`src/rtl/nrs_pkg.sv`:
```
package nrs_pkg;

  typedef enum logic {
    NBR_BELOW = 1'b0,
    NBR_ABOVE = 1'b1
  } nbr_dir_e;

  // Galois right-shift tap masks for maximal-length sequences.
  function automatic logic [63:0] lfsr_tap_mask(input int width);
    logic [63:0] m;
    case (width)
      16:      m = 64'h0000_0000_0000_B400;
      20:      m = 64'h0000_0000_0009_0000;
      24:      m = 64'h0000_0000_00E1_0000;
      28:      m = 64'h0000_0000_0900_0000;
      32:      m = 64'h0000_0000_8020_0003;
      default: m = 64'h0000_0000_8020_0003;
    endcase
    return m;
  endfunction

endpackage

```
`src/rtl/nrs_lfsr.sv`:
```
module nrs_lfsr #(
  parameter int           W         = 32,
  parameter logic [W-1:0] SEED_INIT = '1
) (
  input  logic         clk,
  input  logic         rst_n,
  input  logic         load,
  input  logic [W-1:0] seed,
  output logic [W-1:0] state
);
  import nrs_pkg::*;

  localparam logic [63:0]  MASK64 = lfsr_tap_mask(W);
  localparam logic [W-1:0] MASK   = MASK64[W-1:0];
  localparam logic [W-1:0] ONE    = W'(1);

  logic [W-1:0] shifted;
  logic [W-1:0] seed_safe;

  assign shifted   = (state >> 1) ^ ({W{state[0]}} & MASK);
  assign seed_safe = (seed == '0) ? ONE : seed;

  always_ff @(posedge clk or negedge rst_n) begin
    if (!rst_n) begin
      state <= SEED_INIT;
    end else if (load) begin
      state <= seed_safe;
    end else begin
      state <= shifted;
    end
  end
endmodule

```
`src/rtl/nrs_pick.sv`:
```
module nrs_pick #(
  parameter int NUM_ROWS = 32768,
  parameter int ROW_W    = 15,
  parameter int PROB_W   = 16
) (
  input  logic [PROB_W-1:0] rnd,
  input  logic              dir_bit,
  input  logic [PROB_W-1:0] prob,
  input  logic [ROW_W-1:0]  row,
  output logic              heads,
  output logic [ROW_W-1:0]  target
);
  import nrs_pkg::*;

  localparam logic [ROW_W-1:0] FIRST_ROW = '0;
  localparam logic [ROW_W-1:0] LAST_ROW  = ROW_W'(NUM_ROWS - 1);
  localparam logic [ROW_W-1:0] STEP      = ROW_W'(1);

  nbr_dir_e dir;

  assign heads = (rnd < prob);
  assign dir   = nbr_dir_e'(dir_bit);

  always_comb begin
    if (row == FIRST_ROW) begin
      target = FIRST_ROW + STEP;
    end else if (row == LAST_ROW) begin
      target = LAST_ROW - STEP;
    end else if (dir == NBR_ABOVE) begin
      target = row + STEP;
    end else begin
      target = row - STEP;
    end
  end
endmodule

```
`src/rtl/nrs_slot.sv`:
```
module nrs_slot #(
  parameter int ROW_W = 15,
  parameter int CNT_W = 16
) (
  input  logic             clk,
  input  logic             rst_n,
  input  logic             close_valid,
  input  logic             heads,
  input  logic [ROW_W-1:0] target,
  input  logic             req_ready,
  output logic             req_valid,
  output logic [ROW_W-1:0] req_row,
  output logic [CNT_W-1:0] drop_count
);
  localparam logic [CNT_W-1:0] CNT_MAX = '1;
  localparam logic [CNT_W-1:0] CNT_ONE = CNT_W'(1);

  logic stalled;
  logic handed_over;

  assign stalled     = req_valid & ~req_ready;
  assign handed_over = req_valid &  req_ready;

  always_ff @(posedge clk or negedge rst_n) begin
    if (!rst_n) begin
      req_valid  <= 1'b0;
      req_row    <= '0;
      drop_count <= '0;
    end else if (close_valid && stalled) begin
      if (drop_count != CNT_MAX) begin
        drop_count <= drop_count + CNT_ONE;
      end
    end else begin
      if (handed_over) begin
        req_valid <= 1'b0;
      end
      if (close_valid && heads) begin
        req_valid <= 1'b1;
        req_row   <= target;
      end
    end
  end
endmodule

```
`src/rtl/nbr_refresh_sched.sv`:
```
module nbr_refresh_sched #(
  parameter int                NUM_ROWS  = 32768,
  parameter int                ROW_W     = $clog2(NUM_ROWS),
  parameter int                PROB_W    = 16,
  parameter int                LFSR_W    = 32,
  parameter int                CNT_W     = 16,
  parameter logic [LFSR_W-1:0] SEED_INIT = LFSR_W'(32'hACE1_2BAD)
) (
  input  logic              clk,
  input  logic              rst_n,
  input  logic              seed_load,
  input  logic [LFSR_W-1:0] seed,
  input  logic [PROB_W-1:0] prob,
  input  logic              close_valid,
  input  logic [ROW_W-1:0]  close_row,
  output logic              req_valid,
  input  logic              req_ready,
  output logic [ROW_W-1:0]  req_row,
  output logic [CNT_W-1:0]  drop_count
);

  logic [LFSR_W-1:0] lfsr_q;
  logic [PROB_W-1:0] coin_val;
  logic              dir_bit;
  logic              heads;
  logic [ROW_W-1:0]  target;
  logic              lfsr_unused_bits;

  assign coin_val         = lfsr_q[PROB_W-1:0];
  assign dir_bit          = lfsr_q[PROB_W];
  assign lfsr_unused_bits = ^lfsr_q;

  nrs_lfsr #(
    .W         (LFSR_W),
    .SEED_INIT (SEED_INIT)
  ) u_lfsr (
    .clk   (clk),
    .rst_n (rst_n),
    .load  (seed_load),
    .seed  (seed),
    .state (lfsr_q)
  );

  nrs_pick #(
    .NUM_ROWS (NUM_ROWS),
    .ROW_W    (ROW_W),
    .PROB_W   (PROB_W)
  ) u_pick (
    .rnd     (coin_val),
    .dir_bit (dir_bit),
    .prob    (prob),
    .row     (close_row),
    .heads   (heads),
    .target  (target)
  );

  nrs_slot #(
    .ROW_W (ROW_W),
    .CNT_W (CNT_W)
  ) u_slot (
    .clk         (clk),
    .rst_n       (rst_n),
    .close_valid (close_valid),
    .heads       (heads),
    .target      (target),
    .req_ready   (req_ready),
    .req_valid   (req_valid),
    .req_row     (req_row),
    .drop_count  (drop_count)
  );

endmodule

```
`config.mk`:
```
export PLATFORM = sky130hd
export DESIGN_NAME = nbr_refresh_sched
export DESIGN_NICKNAME = d
export VERILOG_FILES = /design/src/rtl/nrs_pkg.sv /design/src/rtl/nrs_lfsr.sv /design/src/rtl/nrs_pick.sv /design/src/rtl/nrs_slot.sv /design/src/rtl/nbr_refresh_sched.sv
export SDC_FILE = /design/constraint.sdc
export NUM_CORES = 1
export LEC_CHECK = 0
export ABC_AREA = 1
export BUFFER_PORTS_ARGS = -buffer_cell sky130_fd_sc_hd__buf_4
export CAP_MARGIN = 20
export CELL_PAD_IN_SITES_DETAIL_PLACEMENT = 0
export CELL_PAD_IN_SITES_GLOBAL_PLACEMENT = 1
export CORE_MARGIN = 2
export CORE_UTILIZATION = 42
export DETAILED_ROUTE_END_ITERATION = 10
export PLACE_DENSITY_LB_ADDON = 0.1
export SETUP_SLACK_MARGIN = 0.3
export SLEW_MARGIN = 5
export SYNTH_ARGS = -nofsm -noshare
export SYNTH_HDL_FRONTEND = slang
export SYNTH_SLANG_ARGS = --single-unit
export TNS_END_PERCENT = 1
```
`constraint.sdc`:
```
create_clock -name clk -period 6.1 [get_ports clk]
set_input_delay 0.305 -clock clk [delete_from_list [all_inputs] [get_ports clk]]
set_output_delay 0.305 -clock clk [all_outputs]
set_load 0.01 [all_outputs]
```
# Word level (Yosys, flattened, before mapping)
# Cells that the tools add are included.
# totals
romBits,0
elab_cells,30
output_inout_bits,32
ramBits,0
latchBits,0
mem_count,0
input_bits,68
reg_bits,64
# op_classes
eq_ne,2
n_shift,0
reduce_logical,8
muxes,7
addsub,3
order_cmp,1
n_div,0
n_mul,0
bitwise_logic,5
# op_table
operator,count
$mux 32,2
$mux 15,3
$logic_not 32->1,1
$xor 31x32->32,1
$add 16x1->16 const B,1
$lt 16x16->1,1
$ne 16x16->1 const B,1
$add 15x1->15 const B,1
$eq 15x15->1 const B,1
$logic_not 15->1,1
$sub 15x1->15 const B,1
$reduce_and 2->1,3
$and 1x1->1,2
$logic_and 1x1->1,2
$mux 1,2
$not 1->1,2
$reduce_bool 2->1,1

# Logic depth before layout (Yosys ltp)
# depth
word_depth,5
ltp_mapped,14
mapped_depth_nobuf,14

# Hierarchy
# A second synthesis with hierarchy kept.
# hier_totals
hier_cells,627
hier_area_um2,4470.5
# modules_own_cells
mod,instances,area_each_um2,cells_per_inst,seq_area_each_um2
nrs_slot,1,1619.1,180,800.8
nrs_pick,1,1467.7,278,0.0
nrs_lfsr,1,1383.8,169,822.0

# Worst setup path before layout
# OpenSTA, ideal clock, no wires.
# synth_path
path_type,register to register
start,register u_lfsr.state[16]
end,register u_slot.req_row[6]
required_time_ps,5972
t_arrival_ps,1867
path_slack_ps,4105
path_stages_with_launch,9
setup_time_ps,128
synth_period_minus_slack_ps,1995
cell_sequence,dfstp_2 -> inv_1 -> ha_1 -> or2_2 -> nand3_1 -> nand2_1 -> xor2_1 -> o21ai_0 -> o21ai_0
# synth_via
elab_chain_cells,3
# synth_lines
item,line,source
from (decl),nrs_lfsr.sv:9,output logic [W-1:0] state
from (signal assigned),nrs_lfsr.sv:27,state <= seed_safe;
from (signal assigned),nrs_lfsr.sv:29,state <= shifted;
$mux 15,nrs_pick.sv:29,end else if (dir == NBR_ABOVE) begin
$mux 15,nrs_pick.sv:27,end else if (row == LAST_ROW) begin
$mux 15,nrs_pick.sv:25,if (row == FIRST_ROW) begin
to (signal assigned),nrs_slot.sv:39,req_row <= target;
to (decl),nrs_slot.sv:12,"output logic [ROW_W-1:0] req_row,"
# Every way passes these cells.
# A chain may end at the register's enable or synchronous reset.

# Final worst setup path
# layout_path
start,register u_lfsr.state[5]
end,register u_slot.req_row[6]
# layout_via
elab_chain_cells,3
# layout_lines
item,line,source
$lt 16x16->1,nrs_pick.sv:21,assign heads = (rnd < prob);
$logic_and 1x1->1,nrs_slot.sv:37,if (close_valid && heads) begin
$reduce_and 2->1 (no line),n/a,
# Every way passes these cells.

==> qor.csv <==
metric,value,unit
status,"complete, no violations",
clock latency on the worst-skew pair,340,ps
NetSw,0.4508,mW
first-pass GRT wire length,17.11,mm
Pins Over Slew Limit,0,
die area,10740,sq um
fin crit period,2521,ps
fraction of layout cells with a size suffix above 1,0.2311,
Max-Cap Viols,0,
# diodes,0,
CP max FO,29,
number of placed cells counting well taps,791,
Leak,2.909,nW
Seq pwr share,0.416,
Antenna Nets Post-Route,0,
"non-filler cells, final",808,
"most common cell after layout, fill and taps aside",nand2_1,
unrepaired setup endpoints after global routing,no,
DIE WIDTH,103.6,um
Via density,4.761,
Final Cycle Share,0.4133,
TritonCTS clock tree,yes,
crit-path max cell delay,650,ps
core area,9684,sq um
crit path launch type,register,
Iter 0 DRT Violations,127,
clock skew,12.29,ps
reg2reg end,u_slot.req_row[6],
postcts setup bufs,0,
Max clock buf depth,2,
total negative slack,0,ps
# hold bufs at CTS,0,
internal power,0.8977,mW
# nets final,768,
number of clock sinks,64,
Clock power frac,0.274,
Tot GR Track Use,0.1930,
CP arrival,2740,ps
area grow syn2layout,25.43,%
dpl hpwl,7.709,mm
Worst slew margin,0.4233,
most frequent cells in the layout,"186 x nand2_1, 99 x buf_4, 86 x inv_1",
synthesized instance count,569,
Post-Syn Area,4168,sq um
Port Buf Inserts,99,
CP Capture Type,register,
Worst Hold Class,primary input to async pin,
FP Rows,36,
Crit. Startpoint,u_lfsr.state[5],
RR Startpoint,u_lfsr.state[5],
GRT overflow,0,
crit path to,u_slot.req_row[6],
Yosys reg bits,64,
Mean Syn Cell Area,7.325,sq um
Inserted Clock Buffers,9,
Fmax achieved,396.7,MHz
Crit-path slowest cell,nand4_2,
htree depth,3,
WL/cell,12.10,um
register area share after synthesis,0.3894,
Setup-failing EPs final,0,
actual slew at the worst max-slew pin,863.0,ps
gpl congestion,0.8444,
power per cell area,258.0,nW/um^2
vias,3847,
DR pass1 iterations,4,
Starting Density,0.4304,
Worst EP required,6320,ps
syn nets,667,
class of the most critical setup path,register to register,
fill count,1001,
Syn. warnings,0,
Final Hold Violating Endpoints,0,
unique cell type count in the Yosys netlist,26,
post-CTS resize count,0,
r2r worst-path depth,8,
# IOs,100,
maximum VDD drop,0.1007,mV
DRC Markers,0,
"Reg clk slew, reported paths",80,ps
Die H,103.6,um
vias in the first global route,3723,
flop-to-flop setup slack,3580,ps
critical-path cell list,ha_1 -> a21oi_1 -> nor2_1 -> nor3_1 -> nand2_1 -> nand2_2 -> nand4_2 -> o21ai_0,
root buf cell,clkbuf_8,
Routed Wire Length,9.777,mm
initial antenna violation count,0,
largest net degree at the start of global routing,65,
part of the power in combinational logic,0.310,
switch share,0.3343,
final cells by class:
cell class / instances / area [sq um] / area share
inverter: 89 / 334.1 / 0.06391
sequential: 64 / 1623 / 0.3104
tap: 133 / 166.4 / 0.03183
clock inverter: 5 / 56.30 / 0.01077
clock buffer: 11 / 141.4 / 0.02705
multi-input combinational: 406 / 2148 / 0.4110
timing repair buffer: 100 / 758.2 / 0.1450
kinds of logic (layout without fill, tap and decap cells):
kind of cell / Yosys count / count (layout) / synth area share
simple gates: 292 / 292 / 0.2948
compound gates: 63 / 63 / 0.08466
flops: 64 / 64 / 0.3894
fa+ha+maj: 30 / 30 / 0.09186
buf+inv: 99 / 205 / 0.09517
xor+xnor: 21 / 21 / 0.04413
worst min-delay path by stage:
stage / from / end / slack (ps) / cells past startpoint
floorplan: rst_n / u_lfsr.state[10] / 9 / 0
global placement: u_lfsr.state[28] / u_lfsr.state[27] / 420 / 2
detailed placement: u_lfsr.state[25] / u_lfsr.state[24] / 440 / 2
CTS: rst_n / u_slot.drop_count[11] / 70 / 1
global route: rst_n / u_slot.drop_count[9] / 100 / 1
finish: rst_n / u_slot.drop_count[9] / 50 / 1
synth_stat cells:
cell type | instances | area share
clkbuf_1 | 7 | 0.0063
o21ai_0 | 34 | 0.041
inv_2 | 2 | 0.0018
nand4_1 | 9 | 0.014
clkinv_1 | 1 | 0.00090
and2_1 | 2 | 0.0030
nor3_1 | 7 | 0.0084
dfrtp_1 | 47 | 0.28
a21oi_1 | 19 | 0.023
nand2_2 | 8 | 0.012
nor4_1 | 9 | 0.014
nand3_1 | 30 | 0.036
xor2_1 | 13 | 0.027
fa_1 | 1 | 0.0048
nand4_2 | 1 | 0.0030
buf_12 | 1 | 0.0048
buf_6 | 1 | 0.0027
o21ai_2 | 10 | 0.021
or2_2 | 3 | 0.0045
ha_1 | 29 | 0.087
xnor2_1 | 8 | 0.017
dfstp_2 | 17 | 0.11
nand2_1 | 186 | 0.17
nor2_1 | 37 | 0.033
clkbuf_2 | 1 | 0.0012
inv_1 | 86 | 0.077
routing by layer:
metal | track usage | share of wire | up-vias
met5 | 0 | 0 | -
met1 | 0.2544 | 0.47 | 1756
li1 | - | - | 1998
met3 | 0.03839 | 0.047 | 11
met2 | 0.3207 | 0.47 | 82
met4 | 0.05985 | 0.010 | 0
state kept, by name, summed over array words and instances (netlist names):
| name | flops |
|---|---|
| u_slot.req_row | 15 |
| u_lfsr.state | 32 |
| u_slot.drop_count | 16 |
| u_slot.req_valid | 1 |
per-stage QoR:
| stage | hold slack [ps] | area (sq um) | power [mW] | utilization | setup slack (ps) |
|---|---|---|---|---|---|
| 6_report | 47.96 | 5228 | 1.349 | 0.5398 | 3579 |
| 5_1_grt | 104.6 | 5228 | 1.446 | 0.5398 | 3304 |
| 4_1_cts | 74.06 | 5213 | 1.365 | 0.5382 | 3508 |
| 3_5_place_dp | 437.6 | 5015 | 0.9909 | 0.5178 | 3556 |
| 3_3_place_gp | 423.3 | 5015 | 0.9814 | 0.5178 | 3597 |
| 2_1_floorplan | 9.409 | 4168 | 0.8064 | - | 4105 |
worst max-delay path, delay by kind of cell, from the launching register on:
family / cells / cell delay [ps]
and+or+nand+nor: 5 / 1080
adders and majority gates: 1 / 230
AOI/OAI and AO/OA: 2 / 560
DFF: 1 / 540
power by group through the flow:
| stage | registers (mW) | logic [mW] | clock network, mW |
|---|---|---|---|
| floorplan | 0.578 | 0.229 | 0 |
| global placement | 0.568 | 0.413 | 0 |
| detailed placement | 0.568 | 0.423 | 0 |
| CTS | 0.562 | 0.425 | 0.379 |
| global route | 0.570 | 0.479 | 0.398 |
| finish | 0.561 | 0.418 | 0.369 |
Note: power is estimated with default switching activity, not from simulation.
